[src/rtl/cfg_regbank_pkg.sv]
// Package: shared widths and the staged-field layout of the
// serial configuration register bank.
// Assumes: five registers, code in the low bits of every word.
package cfg_regbank_pkg;
    localparam int WORD_W     = 32;
    localparam int NUM_REGS   = 5;
    localparam int CODE_W     = 3;
    localparam int SYNC_DEPTH = 2;

    // Fractional split: high part in register 0, low part in register 1.
    localparam int FRAC_HI_W  = 12;
    localparam int FRAC_LO_W  = 13;
    localparam int FRAC_W     = FRAC_HI_W + FRAC_LO_W;
    localparam int FRAC_LSB   = CODE_W;

    // Register 2 staged fields: count, doubler, current, packed from bit 3.
    localparam int RCNT_W     = 5;
    localparam int DBL_W      = 1;
    localparam int CUR_W      = 4;
    localparam int R2_STG_W   = RCNT_W + DBL_W + CUR_W;

    typedef logic [WORD_W-1:0] word_t;
    typedef logic [CODE_W-1:0] code_t;

    // Purpose: return a contiguous bit mask of width w starting at lsb.
    function automatic word_t field_mask(input int w, input int lsb);
        word_t m;
        m = '0;
        for (int b = 0; b < WORD_W; b++) begin
            if (b >= lsb && b < lsb + w) m[b] = 1'b1;
        end
        return m;
    endfunction

    // Purpose: staged-bit mask for register idx (zero where nothing is staged).
    function automatic word_t stage_mask(input int idx);
        case (idx)
            1:       return field_mask(FRAC_LO_W, FRAC_LSB);
            2:       return field_mask(R2_STG_W, FRAC_LSB);
            default: return '0;
        endcase
    endfunction
endpackage

[src/rtl/cfg_edge_sync.sv]
// Module: synchronizes one asynchronous line into clk and reports
// its level and its rising edge, both taken from the same stage.
// Assumes: the line holds each level for at least DEPTH clocks.
module cfg_edge_sync #(
    parameter int DEPTH = 2
) (
    input  logic clk,
    input  logic rst_n,
    input  logic async_i,
    output logic level_o,
    output logic rise_o
);
    logic [DEPTH:0] chain;

    // Purpose: shift the asynchronous level through the flop chain.
    always_ff @(posedge clk) begin
        if (!rst_n) chain <= '0;
        else        chain <= {chain[DEPTH-1:0], async_i};
    end

    assign level_o = chain[DEPTH-1];
    assign rise_o  = chain[DEPTH-1] & ~chain[DEPTH];
endmodule

[src/rtl/cfg_shift_in.sv]
// Module: serial-in shift register, new bit enters at bit 0.
// Assumes: shift_en is a single-cycle pulse per serial clock edge.
module cfg_shift_in #(
    parameter int W = 32
) (
    input  logic         clk,
    input  logic         rst_n,
    input  logic         shift_en,
    input  logic         bit_i,
    output logic [W-1:0] word_o
);
    // Purpose: move the word up one place and take in the new bit.
    always_ff @(posedge clk) begin
        if (!rst_n)        word_o <= '0;
        else if (shift_en) word_o <= {word_o[W-2:0], bit_i};
    end
endmodule

[src/rtl/cfg_reg_bank.sv]
// Module: five active registers with staged fields. A commit to
// register k>0 applies its unstaged bits at once and parks its staged
// bits. A commit to register 0 loads it and applies all parked bits.
// Assumes: commit is a single-cycle pulse; word is stable with it.
module cfg_reg_bank
    import cfg_regbank_pkg::*;
(
    input  logic                      clk,
    input  logic                      rst_n,
    input  logic                      commit,
    input  word_t                     word,
    output logic [NUM_REGS-1:0][WORD_W-1:0] act_o
);
    code_t               code;
    logic [NUM_REGS-1:0] wr;

    assign code = word[CODE_W-1:0];

    // Purpose: one-hot write select; codes above the bank are dropped.
    always_comb begin
        for (int i = 0; i < NUM_REGS; i++) begin
            wr[i] = commit && (code == CODE_W'(i));
        end
    end

    // Purpose: register 0 is loaded whole on its own write.
    always_ff @(posedge clk) begin
        if (!rst_n)     act_o[0] <= '0;
        else if (wr[0]) act_o[0] <= word;
    end

    for (genvar g = 1; g < NUM_REGS; g++) begin : g_reg
        localparam word_t SMASK = stage_mask(g);
        word_t stg;

        // Purpose: split a write into immediate bits and parked bits.
        always_ff @(posedge clk) begin
            if (!rst_n) begin
                act_o[g] <= '0;
                stg      <= '0;
            end else if (wr[g]) begin
                act_o[g] <= (act_o[g] & SMASK) | (word & ~SMASK);
                stg      <= word & SMASK;
            end else if (wr[0]) begin
                act_o[g] <= (act_o[g] & ~SMASK) | (stg & SMASK);
            end
        end
    end
endmodule

[src/rtl/cfg_serial_regbank.sv]
// Module: top of the serial configuration register bank. Synchronizes
// the three serial lines, shifts on serial clock edges, commits on
// load strobe edges and assembles the 25-bit fractional value.
// Assumes: serial clock and strobe never rise in the same cycle.
module cfg_serial_regbank
    import cfg_regbank_pkg::*;
(
    input  logic              clk,
    input  logic              rst_n,
    input  logic              ser_clk_i,
    input  logic              ser_dat_i,
    input  logic              ser_load_i,
    output logic [31:0]       reg0_o,
    output logic [31:0]       reg1_o,
    output logic [31:0]       reg2_o,
    output logic [31:0]       reg3_o,
    output logic [31:0]       reg4_o,
    output logic [24:0]       frac_o
);
    logic  sclk_lvl, sclk_rise;
    logic  dat_lvl, dat_rise;
    logic  load_lvl, load_rise;
    word_t shreg;
    logic [NUM_REGS-1:0][WORD_W-1:0] act;

    cfg_edge_sync #(.DEPTH(SYNC_DEPTH)) u_sync_clk (
        .clk(clk), .rst_n(rst_n), .async_i(ser_clk_i),
        .level_o(sclk_lvl), .rise_o(sclk_rise));

    cfg_edge_sync #(.DEPTH(SYNC_DEPTH)) u_sync_dat (
        .clk(clk), .rst_n(rst_n), .async_i(ser_dat_i),
        .level_o(dat_lvl), .rise_o(dat_rise));

    cfg_edge_sync #(.DEPTH(SYNC_DEPTH)) u_sync_load (
        .clk(clk), .rst_n(rst_n), .async_i(ser_load_i),
        .level_o(load_lvl), .rise_o(load_rise));

    cfg_shift_in #(.W(WORD_W)) u_shift (
        .clk(clk), .rst_n(rst_n), .shift_en(sclk_rise),
        .bit_i(dat_lvl), .word_o(shreg));

    cfg_reg_bank u_bank (
        .clk(clk), .rst_n(rst_n), .commit(load_rise),
        .word(shreg), .act_o(act));

    // Purpose: drive the active words and the joined fractional value.
    always_comb begin
        reg0_o = act[0];
        reg1_o = act[1];
        reg2_o = act[2];
        reg3_o = act[3];
        reg4_o = act[4];
        frac_o = {act[0][FRAC_LSB+FRAC_HI_W-1:FRAC_LSB],
                  act[1][FRAC_LSB+FRAC_LO_W-1:FRAC_LSB]};
    end

    // Unused observation signals kept visible to the checker.
    logic unused_ok;
    assign unused_ok = &{1'b0, sclk_lvl, dat_rise, load_lvl};
endmodule

[config.mk]
export PLATFORM = sky130hd
export DESIGN_NAME = cfg_serial_regbank
export DESIGN_NICKNAME = d
export VERILOG_FILES = /design/src/rtl/cfg_regbank_pkg.sv /design/src/rtl/cfg_edge_sync.sv /design/src/rtl/cfg_shift_in.sv /design/src/rtl/cfg_reg_bank.sv /design/src/rtl/cfg_serial_regbank.sv
export SDC_FILE = /design/constraint.sdc
export NUM_CORES = 1
export LEC_CHECK = 0
export BUFFER_PORTS_ARGS = -buffer_cell sky130_fd_sc_hd__buf_2
export CORE_UTILIZATION = 50
export CTS_BUF_LIST = sky130_fd_sc_hd__clkbuf_8
export CTS_CLUSTER_DIAMETER = 60
export DETAILED_ROUTE_END_ITERATION = 12
export PLACE_DENSITY_LB_ADDON = 0.12
export SYNTH_ARGS = -nofsm -noshare
export SYNTH_HDL_FRONTEND = slang
export SYNTH_SLANG_ARGS = --single-unit
[constraint.sdc]
create_clock -name clk -period 1.51 [get_ports clk]
set_clock_uncertainty 0.1 [all_clocks]
set_input_delay 0.2265 -clock clk [delete_from_list [all_inputs] [get_ports clk]]
set_output_delay 0.2265 -clock clk [all_outputs]
set_load 0.01 [all_outputs]
-- After elaboration in Yosys (flattened, before gate mapping)
Index checks and enable logic that the tools add are counted.
- multiplexer cells: 4
- bitwise gates (word level): 8
- reductions and logical operators: 8
- eq/ne operators: 4
- operators with widths (kind ; number):
    $mux W32 ; 4
    $or A13 B32 Y32 ; 1
    $or A16 B32 Y32 ; 1
    $or A32 B13 Y32 ; 1
    $or A32 B16 Y32 ; 1
    $eq A3 B2 Y1 const B ; 2
    $logic_and A1 B1 Y1 ; 5
    $reduce_bool A2 Y1 ; 2
    $eq A3 B1 Y1 const B ; 1
    $eq A3 B3 Y1 const B ; 1
    $logic_not A3 Y1 ; 1
    $and A1 B1 Y1 ; 2
    $not A1 Y1 ; 2
- logic and storage cells: 35
- flip-flop bits (word level): 223
- bits of input ports: 5
- output and inout port bits: 185

-- Longest topological paths before layout
- word-level depth: 5
- depth in mapped cells: 5

-- Cells and area by module
A second synthesis with hierarchy kept.
- cell total of the unflattened synthesis: 769
- area, all modules: 8196.6 µm²
- modules (own cells, without submodules) (module ; instances ; seq. area each (µm²) ; area each (µm²) ; cells each):
    cfg_reg_bank ; 1 ; 3663.5 ; 6487.5 ; 620
    cfg_shift_in ; 1 ; 640.6 ; 1243.7 ; 103
    cfg_edge_sync ; 3 ; 60.1 ; 92.6 ; 7
    cfg_serial_regbank ; 1 ; 0.0 ; 187.7 ; 25

-- Worst setup path before layout
OpenSTA, ideal clock, no wires.
- path kind: register to register
- from: reg u_shift.word_o[2]
- to: reg u_bank.act_o[77] (netlist bit)
- clock period less this slack: 1.429 ns
- arrival: 1.258 ns
- slack: 0.081 ns
- cell stages (with the launch flop): 6
- setup time: 0.072 ns
- buffers on the path: 2
- cell sequence: dfxtp_1 nor3b_2 and3b_1 buf_2 buf_4 mux2i_1
- longest elaborated chain between the ends: 3
- elaborated cells on any way between the ends: 6
- classes of those cells: eq/ne (1); mux (1); reduce/logical (4)
- RTL lines (element ; line ; source):
    start, declared ; cfg_shift_in.sv:10 ; output logic [W-1:0] word_o
    start signal, assigned ; cfg_shift_in.sv:15 ; else if (shift_en) word_o <= {word_o[W-2:0], bit_i};
    $eq A3 B2 Y1 or $logic_not A3 Y1 (tied branches) ; cfg_reg_bank.sv:22 ; wr[i] = commit && (code == CODE_W'(i));
    $logic_and A1 B1 Y1 ; cfg_reg_bank.sv:22 ;
    $mux W32 or $reduce_bool A2 Y1 (tied branches) ; n/a ;
    end signal, assigned by index ; cfg_reg_bank.sv:42 ; act_o[g] <= (act_o[g] & SMASK) | (word & ~SMASK);
    end signal, assigned by index ; cfg_reg_bank.sv:45 ; act_o[g] <= (act_o[g] & ~SMASK) | (stg & SMASK);
    end, declared ; cfg_reg_bank.sv:12 ; output logic [NUM_REGS-1:0][WORD_W-1:0] act_o
Parallel ways exist; a longest one is shown, timed or not.
A chain may end at the register's enable or synchronous reset.

-- Worst setup path after layout
- from: reg u_sync_load.chain[1]
- to: reg u_bank.act_o[33] (netlist bit)
- longest elaborated chain between the ends: 3
- elaborated cells on any way between the ends: 5
- classes of those cells: mux (1); bitwise (1); reduce/logical (3)
- RTL lines (element ; line ; source):
    start, declared ; cfg_edge_sync.sv:13 ; logic [DEPTH:0] chain;
    start signal, assigned ; cfg_edge_sync.sv:18 ; else chain <= {chain[DEPTH-1:0], async_i};
    $and A1 B1 Y1 * ; cfg_edge_sync.sv:22 ; assign rise_o = chain[DEPTH-1] & ~chain[DEPTH];
    $logic_and A1 B1 Y1 ; cfg_reg_bank.sv:22 ;
    $mux W32 or $reduce_bool A2 Y1 (tied branches) ; n/a ;
Every way passes the cells marked *; elsewhere a longest branch is shown, timed or not.

==> results.json <==
{
  "path_cells": "nor3b_4 > buf_4 > nand3b_1 > buf_4 > and3_1",
  "cp-end-kind": "flip-flop",
  "r2r_slack_ns": -0.0007,
  "critPathMaxFanout": 15,
  "rows": 45,
  "area_growth_pct": 23.2,
  "ys_seq_area_share_pct": 55.6,
  "cp_top_family": "simple AND/OR/NAND/NOR gates",
  "crit_top_cell": "buf_4",
  "leakagePower_nw": 5.12,
  "cts_tree": "yes",
  "final_util_pct": 64.1,
  "fin_area_um2": 9880,
  "synth_top_area_share_pct": 55.6,
  "critPathMaxStageDelay_ns": 0.37,
  "core_area_um2": 15400,
  "postCtsSetupBuffers": 0,
  "start_util_pct": 52.0,
  "fill_cells": 1333,
  "tightest_slew_ns": 0.319,
  "grt_usage_pct": 22.2,
  "fin_ws_ns": -0.000680,
  "cap_violations": 0,
  "path_class": "flip-flop to flip-flop",
  "clk_pin_slew_worst_paths_ns": 0.06,
  "timing.final.crit_period_ns": 1.51,
  "grt_start_max_net_pins": 40,
  "status": "complete, but fails checks",
  "postRouteWirelength_um": 18300,
  "fin_crit_sh_pct": 100,
  "syn_avg_cell_area_um2": 10.1,
  "netlist_instances": 798,
  "num_io_pins": 190,
  "slew_headroom_pct": 78.7,
  "die_h_um": 129,
  "drtIter0Drc": 255,
  "yosys_warnings": 0,
  "grt_pass1_vias": 5895,
  "htreeDepth": 2,
  "firstDrtPassIters": 4,
  "overflow": 0,
  "vias": 5960,
  "final_common_cell": "nand2_1",
  "rsz0062_at_grt": "true",
  "place_area_um2": 9200,
  "p_per_area_nw_per_um2": 1090,
  "hpwlAfterDp_um": 12400,
  "power_mw": 10.8,
  "slew_violations": 0,
  "clockRootBuffer": "clkbuf_8",
  "crit_slowest_cell": "dfxtp_1",
  "fmax_mhz": 662,
  "final_cell_mix": "nand2_1 (261), dfxtp_1 (222), buf_2 (188), mux2i_1 (167), clkbuf_8 (40)",
  "crit_buf_inv": 2,
  "clk_latency_ns": 0.51,
  "seqCellArea_um2": 4470,
  "synth-seq-cells": 223,
  "holdWs_ns": 0.337,
  "synth_top_area_cell": "dfxtp_1",
  "arrival_ns": 1.81,
  "clock-sinks": 223,
  "die_area_um2": 16600,
  "ir_drop_mv": 0.710,
  "gp_congestion": 0.737,
  "drive_above_1_share_pct": 26.9,
  "cp-start-kind": "flip-flop",
  "required_ns": 1.81,
  "wire_per_inst_um": 15.1,
  "port_buffers": 189,
  "violations": "setup timing",
  "finalSetupViolCount": 1,
  "drc": 0,
  "synth_area_leaders": "dfxtp_1 (56%), mux2i_1 (21%), nand2_1 (12%)",
  "die_w_um": 129,
  "setup_tns_ns": -0.000680,
  "finalHoldViolCount": 0,
  "n_antenna_cell": 0,
  "clock_path_buffers": 3,
  "antenna_found_initial": 0,
  "min_path_type": "flip-flop to flip-flop",
  "via_per_inst": 4.93,
  "grt_pass1_wl_um": 29300,
  "finalNetCount": 983,
  "multi_input_area_um2": 3150,
  "cts_buffers": 36,
  "synth_cell_types": 21,
  "syn-num-nets": 803,
  "netlist_area_um2": 8020,
  "antenna_left": 0
}
-- worst paths after layout --
path	startpoint	endpoint	cells past startpoint
setup / recovery	u_sync_load.chain[1]	u_bank.act_o[33]	5
hold / removal	u_sync_dat.chain[0]	u_sync_dat.chain[1]	1
setup reg to reg	u_sync_load.chain[1]	u_bank.act_o[33]	5
hold reg to reg	u_sync_dat.chain[0]	u_sync_dat.chain[1]	1
-- report_power, final --
group / total [mW] / leakage [nW] / internal, mW / switching, mW
logic: 0.272 / 2.94 / 0.106 / 0.165
registers: 5.90 / 1.80 / 5.89 / 0.00461
clock network: 4.60 / 0.378 / 2.40 / 2.20
total: 10.8 / 5.12 / 8.40 / 2.37
-- metal layers --
| layer | global-route usage (%) | share of wire (%) |
|---|---|---|
| met2 | 37.1 | 47 |
| met1 | 28.3 | 46 |
| met5 | 0 | 0 |
| met3 | 4.57 | 4.9 |
| met4 | 8.65 | 1.8 |
-- logic make-up (layout without fill, tap and decap cells) --
family | count (synthesis) | count (layout) | synth area share (%)
AO/OA/AOI/OAI | 37 | 37 | 3.46
AND/OR/NAND/NOR | 289 | 289 | 14.6
flip-flops | 223 | 223 | 55.6
buffers and inverters | 81 | 281 | 5.36
multiplexers | 168 | 168 | 21.0
-- sequential cells by signal, summed over array words and instances, names as in the netlist --
name / flops
u_sync_clk.chain: 3
u_bank.g.stg: 23
u_sync_dat.chain: 2
u_shift.word_o: 32
u_sync_load.chain: 3
u_bank.act_o: 160
-- cell usage after synthesis --
cell type	instances
nand2b_1	1
nor2b_1	1
and2_1	8
and3b_1	3
and3_1	9
buf_2	17
nor2_1	1
nand3b_1	1
nand3_1	1
nor3b_2	1
buf_4	28
mux2i_1	168
a21boi_1	2
o21a_1	3
dfxtp_1	223
nand4b_1	1
a21boi_0	32
clkbuf_1	34
inv_1	2
nand2_2	1
nand2_1	261
-- stage by stage --
step | cells | setup WS (ns)
4_1_cts | 1209 | 0.0142
5_1_grt | 1209 | -0.0364
3_3_place_gp | 1147 | 0.0797
2_1_floorplan | 798 | 0.0807
3_5_place_dp | 1147 | 0.0253
6_report | 1209 | -0.000680
-- repair_timing --
item | 4_1_cts | 5_1_grt
hold buffers | 4 | 0
setup endpoints to repair | 0 | 75
resized for setup | 0 | 5
hold endpoints to repair | 10 | 0
-- area by class of cell --
type | instances | share of cell area [%]
clock buffer | 40 | 5.57
clock inverter | 18 | 0.734
inverter | 2 | 0.0759
multi-input combinational | 494 | 31.9
sequential | 223 | 45.2
tap | 211 | 2.67
timing repair buffer | 221 | 13.9
Note: power is estimated with default switching activity, not from simulation.
